File: config.mk
export PLATFORM = sky130hd
export DESIGN_NAME = dtcomp_stage
export DESIGN_NICKNAME = d
export VERILOG_FILES = /design/src/rtl/dtcomp_pkg.sv /design/src/rtl/dtcomp_edge.sv /design/src/rtl/dtcomp_timer.sv /design/src/rtl/dtcomp_drive.sv /design/src/rtl/dtcomp_stage.sv
export SDC_FILE = /design/constraint.sdc
export NUM_CORES = 1
export LEC_CHECK = 0
export ABC_CLOCK_PERIOD_IN_PS = 1420
export CAP_MARGIN = 15
export CORE_MARGIN = 2
export CORE_UTILIZATION = 43
export CTS_CLUSTER_SIZE = 20
export DETAILED_ROUTE_END_ITERATION = 8
export PLACE_DENSITY = 0.7
export SYNTH_ARGS = -nofsm -noshare
export SYNTH_HDL_FRONTEND = slang
export SYNTH_SLANG_ARGS = --single-unit
File: constraint.sdc
create_clock -name clk -period 1.42 [get_ports clk]
set_input_delay 0.142 -clock clk [delete_from_list [all_inputs] [get_ports clk]]
set_output_delay 0.142 -clock clk [all_outputs]
set_load 0.02 [all_outputs]
File: src/rtl/dtcomp_pkg.sv
package dtcomp_pkg;
    parameter int DT_W = 8;

    typedef struct packed {
        logic            lvl;   // last sampled preliminary level
        logic [DT_W-1:0] cnt;   // remaining dead-time cycles
        logic            t_on;  // true drive active (before kill/polarity)
        logic            c_on;  // complementary drive active
    } dt_state_t;
endpackage

File: src/rtl/dtcomp_edge.sv
module dtcomp_edge (
    input  logic pwm_pre,
    input  logic lvl_q,
    output logic edge_hit
);
    always_comb begin
        edge_hit = pwm_pre ^ lvl_q;
    end
endmodule

File: src/rtl/dtcomp_timer.sv
module dtcomp_timer
    import dtcomp_pkg::*;
(
    input  logic            clk,
    input  logic            rst_n,
    input  logic            pwm_pre,
    input  logic            edge_hit,
    input  logic [DT_W-1:0] dt,
    output logic            lvl,
    output logic            raw_t,
    output logic            raw_c
);
    localparam logic [DT_W-1:0] CNT_ZERO = '0;
    localparam logic [DT_W-1:0] CNT_ONE  = DT_W'(1);

    dt_state_t s_d, s_q;

    always_comb begin
        s_d = s_q;
        if (edge_hit) begin
            s_d.lvl = pwm_pre;
            if (dt == CNT_ZERO) begin
                s_d.t_on = pwm_pre;
                s_d.c_on = !pwm_pre;
                s_d.cnt  = CNT_ZERO;
            end else begin
                s_d.t_on = 1'b0;
                s_d.c_on = 1'b0;
                s_d.cnt  = dt;
            end
        end else if (s_q.cnt != CNT_ZERO) begin
            s_d.cnt = s_q.cnt - CNT_ONE;
            if (s_q.cnt == CNT_ONE) begin
                s_d.t_on = s_q.lvl;
                s_d.c_on = !s_q.lvl;
            end
        end
    end

    always_ff @(posedge clk or negedge rst_n) begin
        if (!rst_n) begin
            s_q.lvl  <= 1'b0;
            s_q.cnt  <= CNT_ONE;
            s_q.t_on <= 1'b0;
            s_q.c_on <= 1'b0;
        end else begin
            s_q <= s_d;
        end
    end

    assign lvl   = s_q.lvl;
    assign raw_t = s_q.t_on;
    assign raw_c = s_q.c_on;

    AST_NO_OVERLAP: assert property (@(posedge clk) disable iff (!rst_n)
        !(raw_t && raw_c));
    AST_EDGE_BLANK: assert property (@(posedge clk) disable iff (!rst_n)
        (edge_hit && dt != CNT_ZERO) |=> (!raw_t && !raw_c));
    AST_ZERO_DT: assert property (@(posedge clk) disable iff (!rst_n)
        (edge_hit && dt == CNT_ZERO) |=> (raw_t == $past(pwm_pre) && raw_c != $past(pwm_pre)));
    AST_WINDOW_END: assert property (@(posedge clk) disable iff (!rst_n)
        (!edge_hit && s_q.cnt == CNT_ONE) |=> (raw_t == $past(s_q.lvl) && raw_c != $past(s_q.lvl)));
    AST_SETTLED_HOLD: assert property (@(posedge clk) disable iff (!rst_n)
        (!edge_hit && s_q.cnt == CNT_ZERO) |=> ($stable(raw_t) && $stable(raw_c)));
endmodule

File: src/rtl/dtcomp_drive.sv
module dtcomp_drive #(
    parameter int N_OUT = 2
) (
    input  logic             clk,
    input  logic             rst_n,
    input  logic             kill,
    input  logic [N_OUT-1:0] raw,
    input  logic [N_OUT-1:0] inv,
    output logic [N_OUT-1:0] drv
);
    for (genvar i = 0; i < N_OUT; i++) begin : g_ch
        logic gated;
        always_comb begin
            gated  = raw[i] & ~kill;
            drv[i] = gated ^ inv[i];
        end
    end

    AST_KILL_QUIET: assert property (@(posedge clk) disable iff (!rst_n)
        kill |-> (drv == inv));
endmodule

File: src/rtl/dtcomp_stage.sv
module dtcomp_stage
    import dtcomp_pkg::*;
(
    input  logic            clk,
    input  logic            rst_n,
    input  logic            pwm_pre,
    input  logic [DT_W-1:0] dt_cycles,
    input  logic            inv_true,
    input  logic            inv_comp,
    input  logic            kill,
    output logic            pwm,
    output logic            pwm_n
);
    localparam int N_OUT = 2;

    logic             lvl_q;
    logic             edge_hit;
    logic             raw_t, raw_c;
    logic [N_OUT-1:0] drv;

    dtcomp_edge u_edge (
        .pwm_pre  (pwm_pre),
        .lvl_q    (lvl_q),
        .edge_hit (edge_hit)
    );

    dtcomp_timer u_timer (
        .clk      (clk),
        .rst_n    (rst_n),
        .pwm_pre  (pwm_pre),
        .edge_hit (edge_hit),
        .dt       (dt_cycles),
        .lvl      (lvl_q),
        .raw_t    (raw_t),
        .raw_c    (raw_c)
    );

    dtcomp_drive #(.N_OUT(N_OUT)) u_drive (
        .clk   (clk),
        .rst_n (rst_n),
        .kill  (kill),
        .raw   ({raw_c, raw_t}),
        .inv   ({inv_comp, inv_true}),
        .drv   (drv)
    );

    assign pwm   = drv[0];
    assign pwm_n = drv[1];

    AST_PIN_OVERLAP: assert property (@(posedge clk) disable iff (!rst_n)
        !((pwm ^ inv_true) && (pwm_n ^ inv_comp)));
endmodule

==> results.txt <==
----------------------------------------------------
[Power and ir drop]
  Max VDD drop ... 0.000846 V
  Pwr per Cell Area ... 1110 nW/µm²
  Leakage power ... 0.495 nW

[Route]
  DRT Pass-1 Iters ... 4
  Final antenna-violating net count ... 0
  Wire length reported by the detailed router ... 1810 µm
  Via total after detailed routing ... 664
  Detailed-route DRC error count ... 0
  Number of vias per cell after detailed routing ... 5.27
  Wire length per cell ... ~14 µm
  Initial DRC Count ... 12

[Floorplanning]
  Floorplan row count ... 14
  Die extent in x ... 44.0 µm
  Overall die height ... 44.0 µm
  Area of the core region ... 1510 µm²
  Die outline area ... slightly below 2000 µm²
  I/O pin cnt ... 16
  Starting density of the core ... 45.7%

[STA]
  Worst setup margin ... -0.161 ns
  Unrepaired setup endpoints after global routing ... true
  Min Clock Period, post-route ... 1.58 ns
  Highest attainable clock frequency ... around 630 MHz
  Transition time of the tightest slew-check pin ... a little over 0.5 ns
  Number of endpoints with negative hold slack in the final report ... 0
  Final setup skew ... 0.000298 ns
  Number of setup violations in the final report ... 10
  Worst relative slew slack ... 65.9%
  Setup TNS after final layout ... -0.795 ns
  Fin. max-slew vios ... 0
  Fraction of the cycle the final worst path needs ... 111%

[Cells and area]
  Antenna diodes ... 0
  Most frequent standard cell in the layout excluding fill and tap cells ... sky130_fd_sc_hd__buf_4
  Leading cell types in the layout, fill and taps excluded ... sky130_fd_sc_hd__buf_4 (23), sky130_fd_sc_hd__clkdlybuf4s50_1 (13), sky130_fd_sc_hd__dfrtp_1 (10)
  Area used by multi-input combinational logic ... 488 µm²
  Area of all placed cells without fillers ... 1160 µm²
  Post-route insts no fill ... 126
  Number of nets in the layout ... between 100 and 150
  Synth-to-Final Area Change ... 68.2%
  Fill cell instance count of the final layout ... 110
  Total area of sequential cells ... 277 µm²
  Fraction of final layout cells with drive strength greater than 1 ... 44.5%

[Global route]
  Vias in the first global route ... ~650
  Congestion Overflow GR ... 0
  Overall routing resource usage ... 20.7%
  Antenna violations before repair ... 0
  Global-route wire length before repair ... 2840 µm
  Maximum number of pins on one net before global-route repair ... 12

[Clock tree]
  Inserted Clock Buffers ... 3
  Maximum buffer depth of the clock tree ... 2
  Clock tree from TritonCTS ... done
  Clock Root Buffer ... sky130_fd_sc_hd__clkbuf_4
  Source-to-sink clock delay at the later pin of the worst-skew pair ... 0.27 ns
  H-tree levels ... 1
  Num Clock Sinks ... 11
  Clock transition at the registers of the reported paths ... 0.07 ns

[Placed design]
  Post-DP HPWL ... 1200 µm
  Worst setup slack before clock tree synthesis ... -0.195 ns
  Placed Instances ... 118
  DP Area ... 998 µm²
  Routability Congestion ... approximately 0.8
  Port Buffer Count ... 15

[Synth]
  Part of the Yosys area used for sequential elements ... about two fifths
  Mean cell area of the mapped netlist ... 9.97 µm²
  Netlist cell types ... 30
  Post-synth net total ... 86
  Synthesized instance count ... 69
  Post-Syn Area ... 688 µm²
  Post-synthesis register bit count ... 11
  Number of synthesis warnings ... 0

[Job]
  Maximum capacitance violations ... 0

[Setup path]
  Stage delay of the slowest cell on the critical path ... approximately 0.42 ns
  Type of the worst setup path ... flop to flop
  Setup crit start kind ... flop
  Critical path arrival ... approximately 1.7 ns
  Maximum net fanout on the critical path ... 5
  Cell Chain, Critical Path ... nor4_4 -> buf_4 -> and3_4 -> nor3_2 -> a221o_1
  Capturing element type of the critical path ... flop
  Required time worst endpoint ... 1.58 ns
  Worst-path cell with the longest stage delay ... sky130_fd_sc_hd__dfrtp_1

[Min path]
  Type of the worst min-delay path ... primary input to asynchronous set/reset pin

[Status]
  Result of the run ... finished with violations
  Violated checks ... setup timing

----------------------------------------------------
Yosys cell counts:
master / n / share of area (%)
sky130_fd_sc_hd__buf_2: 1 / 0.73
sky130_fd_sc_hd__nand3_1: 1 / 0.73
sky130_fd_sc_hd__inv_1: 3 / 1.6
sky130_fd_sc_hd__and3_1: 1 / 0.91
sky130_fd_sc_hd__nor2b_1: 1 / 0.91
sky130_fd_sc_hd__nand4b_1: 1 / 1.3
sky130_fd_sc_hd__a22o_1: 3 / 3.8
sky130_fd_sc_hd__a21oi_1: 1 / 0.73
sky130_fd_sc_hd__nor2_1: 6 / 3.3
sky130_fd_sc_hd__nor4_2: 1 / 1.8
sky130_fd_sc_hd__ha_1: 3 / 5.5
sky130_fd_sc_hd__nor3_1: 1 / 0.73
sky130_fd_sc_hd__xnor2_1: 8 / 10
sky130_fd_sc_hd__nand2b_1: 3 / 2.7
sky130_fd_sc_hd__dfrtp_1: 10 / 36
sky130_fd_sc_hd__nor3_2: 1 / 1.5
sky130_fd_sc_hd__o311ai_1: 1 / 1.3
sky130_fd_sc_hd__and3b_1: 1 / 1.3
sky130_fd_sc_hd__nand2_1: 6 / 3.3
sky130_fd_sc_hd__nand4_1: 2 / 1.8
sky130_fd_sc_hd__a221o_1: 1 / 1.5
sky130_fd_sc_hd__dfstp_2: 1 / 3.8
sky130_fd_sc_hd__xor2_2: 1 / 2.4
sky130_fd_sc_hd__nor4_1: 3 / 2.7
sky130_fd_sc_hd__clkbuf_1: 1 / 0.54
sky130_fd_sc_hd__o31ai_1: 3 / 3.3
sky130_fd_sc_hd__xor2_1: 1 / 1.3
sky130_fd_sc_hd__buf_6: 1 / 1.6
sky130_fd_sc_hd__o21ai_1: 1 / 0.73
sky130_fd_sc_hd__o31ai_2: 1 / 1.8
through the flow:
stage	util, %	power (mW)	hold WS [ns]
after floorplan	-	0.673	-0.154
after global placement	66.3	0.894	0.508
after detailed placement	66.3	0.904	0.513
after CTS	71.8	1.18	0.221
after global routing	76.8	1.37	0.232
final	76.8	1.29	0.210
path summary, 6_finish.rpt:
| check | slack, ns | start | endpoint | cells past startpoint |
|---|---|---|---|---|
| worst max register to register | -0.16 | u_timer.s_q[5] | u_timer.s_q[3] | 5 |
| worst max-delay path | -0.16 | u_timer.s_q[5] | u_timer.s_q[3] | 5 |
| max in group asynchronous | 0.85 | rst_n | u_timer.s_q[2] | 1 |
| worst min-delay path | 0.21 | rst_n | u_timer.lvl | 1 |
| worst min register to register | 0.56 | u_timer.raw_t | u_timer.raw_t | 2 |
| min in group clk | 0.41 | dt_cycles[0] | u_timer.s_q[2] | 3 |
worst max-delay path: cells and delay by family (launching register included):
family	cells	cell delay (ns)
AND/OR/NAND/NOR	3	0.62
AO/OA/AOI/OAI	1	0.26
buffers and inverters	1	0.17
flip-flops	1	0.42
area by class of cell:
cell class,count,share of cell area [%]
clock buffer,4,2.27
sequential,11,23.9
multi-input combinational,52,42.2
timing repair buffer,40,29.0
tap,16,1.73
inverter,3,0.973
metal layers:
layer / routed length [µm] / part of all wire [%] / global-route usage, % / vias up
met4: 48 / 2.7 / 10.9 / 0
li1: - / - / - / 332
met3: 57 / 3.1 / 3.75 / 6
met1: 762 / 42 / 26.0 / 306
met5: 0 / 0 / 0 / -
met2: 942 / 52 / 33.5 / 20
registers in the layout, indices dropped and copies added, names as in the netlist:
register and count:
u_timer.s_q 8, u_timer.raw_c 1, u_timer.raw_t 1, u_timer.lvl 1
report_power, final:
| part | total, mW | internal (mW) | switching, mW |
|---|---|---|---|
| clock | 0.220 | 0.109 | 0.111 |
| combinational | 0.629 | 0.360 | 0.269 |
| sequential | 0.442 | 0.377 | 0.0643 |
logic make-up after synthesis:
logic type | Yosys count | share of synthesized area [%]
adders and majority gates | 3 | 5.46
buffers and inverters | 6 | 4.54
AOI/OAI and AO/OA | 11 | 13.1
and+or+nand+nor | 28 | 22.9
DFF | 11 | 40.2
xor gates and xnor gates | 10 | 13.8
timing repair:
item / CTS / global route
setup endpoints to repair: 12 / 12
setup buffers: 2 / 3
gates resized for setup: 10 / 17
pin swaps: 5 / 9
hold buffers: 0 / 0
Note: power is estimated with default switching activity, not from simulation.
